**config.mk**
```make
export PLATFORM = sky130hd
export DESIGN_NAME = uart_stat_reg
export DESIGN_NICKNAME = d
export VERILOG_FILES = /design/src/rtl/uart_stat_pkg.sv /design/src/rtl/uart_stat_cts.sv /design/src/rtl/uart_stat_err.sv /design/src/rtl/uart_stat_irq.sv /design/src/rtl/uart_stat_reg.sv
export SDC_FILE = /design/constraint.sdc
export NUM_CORES = 1
export LEC_CHECK = 0
export ABC_AREA = 1
export CORE_MARGIN = 2
export CORE_UTILIZATION = 33
export CTS_CLUSTER_DIAMETER = 40
export CTS_CLUSTER_SIZE = 40
export DETAILED_ROUTE_END_ITERATION = 8
export MAX_ROUTING_LAYER = met4
export PLACE_DENSITY = 0.92
export SLEW_MARGIN = 20
export SYNTH_ARGS = -nofsm -noshare
export SYNTH_HDL_FRONTEND = slang
export SYNTH_SLANG_ARGS = --single-unit
```
**constraint.sdc**
```tcl
create_clock -name clk_i -period 2.35 [get_ports clk_i]
set_clock_uncertainty 0.1 [all_clocks]
set_input_delay 0.235 -clock clk_i [delete_from_list [all_inputs] [get_ports clk_i]]
set_output_delay 0.235 -clock clk_i [all_outputs]
set_load 0.1 [all_outputs]
```
**src/rtl/uart_stat_pkg.sv**
```systemverilog
package uart_stat_pkg;
  localparam int unsigned STAT_W   = 32;
  localparam int unsigned BIT_BUSY = 28;
  localparam int unsigned CODE_LSB = 24;
  localparam int unsigned CODE_W   = 4;
  localparam int unsigned BIT_ERR  = 9;
  localparam int unsigned BIT_BRK  = 8;
  localparam int unsigned BIT_CTOG = 7;
  localparam int unsigned BIT_CTS  = 6;
  localparam int unsigned LVL_W    = 6;
  localparam int unsigned IRQ_W    = 10;
  localparam int unsigned NUM_ERR  = 5;

  localparam logic [LVL_W-1:0]  LVL_RST  = 6'b110000;
  localparam logic [STAT_W-1:0] STAT_RST = 32'h0F00_0030;

  typedef enum logic [CODE_W-1:0] {
    ERR_STOP    = 4'd0,
    ERR_PARITY  = 4'd1,
    ERR_TXFULL  = 4'd12,
    ERR_RXEMPTY = 4'd13,
    ERR_RXOVF   = 4'd14,
    ERR_NONE    = 4'd15
  } err_code_e;

  // index in the pulse vector is also the priority (0 highest)
  function automatic err_code_e code_of(input int unsigned idx);
    case (idx)
      0:       return ERR_STOP;
      1:       return ERR_PARITY;
      2:       return ERR_TXFULL;
      3:       return ERR_RXEMPTY;
      default: return ERR_RXOVF;
    endcase
  endfunction
endpackage

```
**src/rtl/uart_stat_cts.sv**
```systemverilog
module uart_stat_cts #(
  parameter int unsigned STAGES = 2
) (
  input  logic clk_i,
  input  logic rst_ni,
  input  logic cts_i,
  output logic level_o,
  output logic change_o
);
  localparam int unsigned DEPTH = STAGES + 1;

  logic [DEPTH-1:0] pipe_q;

  generate
    for (genvar i = 0; i < DEPTH; i++) begin : g_stage
      if (i == 0) begin : g_first
        always_ff @(posedge clk_i or negedge rst_ni) begin
          if (!rst_ni) pipe_q[i] <= 1'b0;
          else         pipe_q[i] <= cts_i;
        end
      end else begin : g_next
        always_ff @(posedge clk_i or negedge rst_ni) begin
          if (!rst_ni) pipe_q[i] <= 1'b0;
          else         pipe_q[i] <= pipe_q[i-1];
        end
      end
    end
  endgenerate

  assign level_o  = pipe_q[STAGES-1];
  assign change_o = pipe_q[STAGES-1] ^ pipe_q[STAGES];
endmodule

```
**src/rtl/uart_stat_err.sv**
```systemverilog
module uart_stat_err
  import uart_stat_pkg::*;
(
  input  logic               clk_i,
  input  logic               rst_ni,
  input  logic [NUM_ERR-1:0] pulse_i,
  input  logic               clr_i,
  output logic               err_o,
  output logic [CODE_W-1:0]  code_o
);
  logic              err_q, err_d;
  err_code_e         code_q, code_d, first_code;
  logic              any_err;

  assign any_err = |pulse_i;

  always_comb begin
    first_code = ERR_NONE;
    for (int i = NUM_ERR - 1; i >= 0; i--) begin
      if (pulse_i[i]) first_code = code_of(i);
    end
  end

  always_comb begin
    err_d  = err_q;
    code_d = code_q;
    if (err_q && !clr_i) begin
      err_d  = err_q;
      code_d = code_q;
    end else if (any_err) begin
      err_d  = 1'b1;
      code_d = first_code;
    end else if (clr_i) begin
      err_d  = 1'b0;
      code_d = ERR_NONE;
    end
  end

  always_ff @(posedge clk_i or negedge rst_ni) begin
    if (!rst_ni) begin
      err_q  <= 1'b0;
      code_q <= ERR_NONE;
    end else begin
      err_q  <= err_d;
      code_q <= code_d;
    end
  end

  assign err_o  = err_q;
  assign code_o = code_q;
endmodule

```
**src/rtl/uart_stat_irq.sv**
```systemverilog
module uart_stat_irq #(
  parameter int unsigned       W       = 10,
  parameter logic [W-1:0]      RST_VAL = '0
) (
  input  logic         clk_i,
  input  logic         rst_ni,
  input  logic [W-1:0] src_i,
  output logic [W-1:0] irq_o
);
  logic [W-1:0] prev_q;

  always_ff @(posedge clk_i or negedge rst_ni) begin
    if (!rst_ni) prev_q <= RST_VAL;
    else         prev_q <= src_i;
  end

  assign irq_o = src_i & ~prev_q;
endmodule

```
**src/rtl/uart_stat_reg.sv**
```systemverilog
module uart_stat_reg
  import uart_stat_pkg::*;
#(
  parameter int unsigned CTS_SYNC_STAGES = 2
) (
  input  logic              clk_i,
  input  logic              rst_ni,
  input  logic              err_stop_i,
  input  logic              err_parity_i,
  input  logic              err_txfull_i,
  input  logic              err_rxempty_i,
  input  logic              err_rxovf_i,
  input  logic              busy_i,
  input  logic              break_i,
  input  logic              cts_i,
  input  logic              tx_half_i,
  input  logic              tx_space_i,
  input  logic              tx_done_i,
  input  logic              rx_half_i,
  input  logic              rx_data_i,
  input  logic              rx_done_i,
  input  logic              wr_en_i,
  input  logic [STAT_W-1:0] wr_data_i,
  output logic [STAT_W-1:0] status_o,
  output logic [IRQ_W-1:0]  irq_o
);
  logic               busy_q, brk_q, ctog_q;
  logic [LVL_W-1:0]   lvl_q;
  logic               cts_lvl, cts_chg;
  logic               err_flag;
  logic [CODE_W-1:0]  err_code;
  logic               clr_err, clr_ctog;
  logic [STAT_W-1:0]  stat;
  logic               unused_wr;

  assign clr_err   = wr_en_i & wr_data_i[BIT_ERR];
  assign clr_ctog  = wr_en_i & wr_data_i[BIT_CTOG];
  assign unused_wr = ^{wr_data_i[STAT_W-1:BIT_ERR+1], wr_data_i[BIT_BRK],
                       wr_data_i[BIT_CTS:0]};

  always_ff @(posedge clk_i or negedge rst_ni) begin
    if (!rst_ni) begin
      busy_q <= 1'b0;
      brk_q  <= 1'b0;
      lvl_q  <= LVL_RST;
    end else begin
      busy_q <= busy_i;
      brk_q  <= break_i;
      lvl_q  <= {tx_half_i, tx_space_i, tx_done_i, rx_half_i, rx_data_i, rx_done_i};
    end
  end

  uart_stat_cts #(.STAGES(CTS_SYNC_STAGES)) u_cts (
    .clk_i    (clk_i),
    .rst_ni   (rst_ni),
    .cts_i    (cts_i),
    .level_o  (cts_lvl),
    .change_o (cts_chg)
  );

  // a fresh change beats a same-cycle clear
  always_ff @(posedge clk_i or negedge rst_ni) begin
    if (!rst_ni)       ctog_q <= 1'b0;
    else if (cts_chg)  ctog_q <= 1'b1;
    else if (clr_ctog) ctog_q <= 1'b0;
  end

  uart_stat_err u_err (
    .clk_i   (clk_i),
    .rst_ni  (rst_ni),
    .pulse_i ({err_rxovf_i, err_rxempty_i, err_txfull_i, err_parity_i, err_stop_i}),
    .clr_i   (clr_err),
    .err_o   (err_flag),
    .code_o  (err_code)
  );

  always_comb begin
    stat                        = '0;
    stat[BIT_BUSY]              = busy_q;
    stat[CODE_LSB +: CODE_W]    = err_code;
    stat[BIT_ERR]               = err_flag;
    stat[BIT_BRK]               = brk_q;
    stat[BIT_CTOG]              = ctog_q;
    stat[BIT_CTS]               = cts_lvl;
    stat[LVL_W-1:0]             = lvl_q;
  end

  assign status_o = stat;

  uart_stat_irq #(.W(IRQ_W), .RST_VAL(STAT_RST[IRQ_W-1:0])) u_irq (
    .clk_i  (clk_i),
    .rst_ni (rst_ni),
    .src_i  (stat[IRQ_W-1:0]),
    .irq_o  (irq_o)
  );
endmodule

```
==> results.toml <==
[routing]
dr_total_vias = 680
antenna_left = 0
routed_via_density = 3.98
drt-total-wl_um = 1580
dr.pass1.iters = 4
drc = 0
wl_per_cell_um = 9.23
drtIter0Drc = 19

[clock_tree]
numCtsBuffers = 3
hold_buffers = 0
cts_num_sinks = 25
post_cts_buffers = 0
path_clk_slew_ns = 0.13
clk_latency_ns = 0.31
cts_root_buf = "clkbuf_4"
cts_tree = "built"
clk_path_buf_depth = 2
cts-resized-gates = 0
htree_levels = 1

[synthesis]
ys_seq_area_share_pct = 62.1
syn-instance-count = 97
synth_area_mm2 = 0.00102
synth-seq-cells = 25
synth_warnings = 0
avgSynthCellArea_um2 = 10.5
ys_types = 13

[sta]
hold_violations = 0
setup_tns_ns = 0
rsz0062_at_grt = "false"
finalCritPeriodShare_pct = 68.8
slew_violations = 0
setup-violations-final = 0
fin_crit_ns = 1.62
fmax_mhz = 619
fin_ws_ns = 0.733

[finish]
most-common-layout-cells = "26 x buf_4, 18 x dfrtp_1, 18 x clkdlybuf4s50_1"
finalInstanceArea_mm2 = 0.00137
multi_input_area_um2 = 238
layout-drive-gt1-share_pct = 34.1
finish.net_count = 189
area_growth_pct = 33.9
fill_cells = 296
insertedDiodeCount = 0
seq_area_um2 = 634
final_common_cell = "buf_4"

[power_and_ir_drop]
finalPower_mw = 1.07
peakVddDrop_uv = 384
power.density_mw_per_mm2 = 784
p_leak_nw = 0.716

[worst_setup_path]
crit_type = "flop to output pin"
cp-start-kind = "flop"
cp_slowest_cell = "dfstp_2"
path_cells = "inv_1 > nor2_2 > buf_4"
cp.required_ns = 2.02
worst_setup_path_end_kind = "output pin"
max_stage_delay_ns = 0.56
crit_arrival_ns = 1.28
path_max_fanout = 3

[floorplan]
fp-row-count = 20
initial_core_util_pct = 34.0
dieArea_mm2 = 0.00356
die_y_um = 59.7
core_mm2 = 0.00300
fp.dieW_um = 59.7
io_pins = 91

[run]
max-cap-violations = 0

[grt]
grt-ovfl-total = 0
grt_usage_pct = 9.82
grt_pass1_wl_um = 2480
grt_pass1_vias = 629
grt_max_degree = 26
antenna_found_initial = 0

[place]
dpl_cell_area_mm2 = 0.00134
place_ws_ns = 0.957
port_buffers = 43
dp_hpwl_um = 1300
gp_congestion = 0.620

[status]
status = "completed"

[worst_hold_path]
hp-class = "primary input to async pin"
-- registers in the layout, summed over array words and instances (netlist names) --
register	cells
u_cts.pipe_q	1
u_irq.prev_q	10
lvl_q	6
busy_q	1
brk_q	1
u_err.err_o	1
ctog_q	1
u_err.code_o	3
u_cts.level_o	1
-- stage by stage --
| step | cells | hold slack [ns] | util [%] |
|---|---|---|---|
| floorplan | 113 | -0.161 | - |
| global placement | 167 | 0.234 | 44.7 |
| detailed placement | 167 | 0.239 | 44.7 |
| CTS | 171 | 0.175 | 45.6 |
| global route | 171 | 0.173 | 45.6 |
| finish | 171 | 0.171 | 45.6 |
-- critical path: cells and delay by family, from the launching register on --
kind                   cells  cell delay, ns
flip-flops                 1            0.56
buffers and inverters      2            0.34
AND/OR/NAND/NOR            1            0.07
-- worst paths after layout --
path,endpoint,start,slack [ns],cells after the start
max in group asynchronous,u_irq.prev_q[5],rst_ni,1.70,2
min,u_cts.level_o,rst_ni,0.17,2
max reg2reg,ctog_q,u_cts.level_o,1.39,2
min reg2reg,u_cts.level_o,u_cts.pipe_q[0],0.27,0
min in group clk_i,lvl_q[4],tx_space_i,0.21,1
max,irq_o[4],lvl_q[4],0.73,3
-- metal layers --
metal	up-vias	GRT usage, %	wire length, um
li1	332	-	-
met4	0	1.90	0
met1	318	9.19	599
met2	30	18.2	885
met3	0	4.55	95
met5	-	-	0
-- kinds of logic (layout without fill, tap and decap cells) --
group / after synthesis / count (layout) / share of synthesized area (%)
simple gates: 32 / 32 / 13.8
other cells: 1 / 17 / 0.367
compound gates: 1 / 1 / 0.489
flops: 25 / 25 / 62.1
fa+ha+maj: 1 / 1 / 1.22
buf+inv: 37 / 62 / 22.0
-- power breakdown --
group / switching [mW] / leakage [nW] / internal, mW
Clock: 0.115 / 0.0177 / 0.0635
Sequential: 0.0135 / 0.274 / 0.461
Combinational: 0.350 / 0.424 / 0.0703
Total: 0.478 / 0.716 / 0.595
-- synthesized netlist by cell type (all sizes together) --
| cell | count | share of area [%] |
|---|---|---|
| nor2 | 12 | 4.9 |
| nand4 | 1 | 1.2 |
| a21oi | 1 | 0.49 |
| buf | 23 | 17 |
| nand2 | 15 | 5.8 |
| dfrtp | 18 | 44 |
| dfstp | 7 | 18 |
| conb | 1 | 0.37 |
| ha | 1 | 1.2 |
| nand3 | 4 | 2.0 |
| inv | 14 | 5.1 |
-- final cells by class --
class / count / area share (%)
sequential: 25 / 46.3
timing repair buffer: 44 / 27.4
multi-input combinational: 51 / 17.4
inverter: 14 / 3.84
tap: 33 / 3.02
clock buffer: 3 / 1.65
clock inverter: 1 / 0.366
No activity file was read; power rests on OpenSTA's default activity.
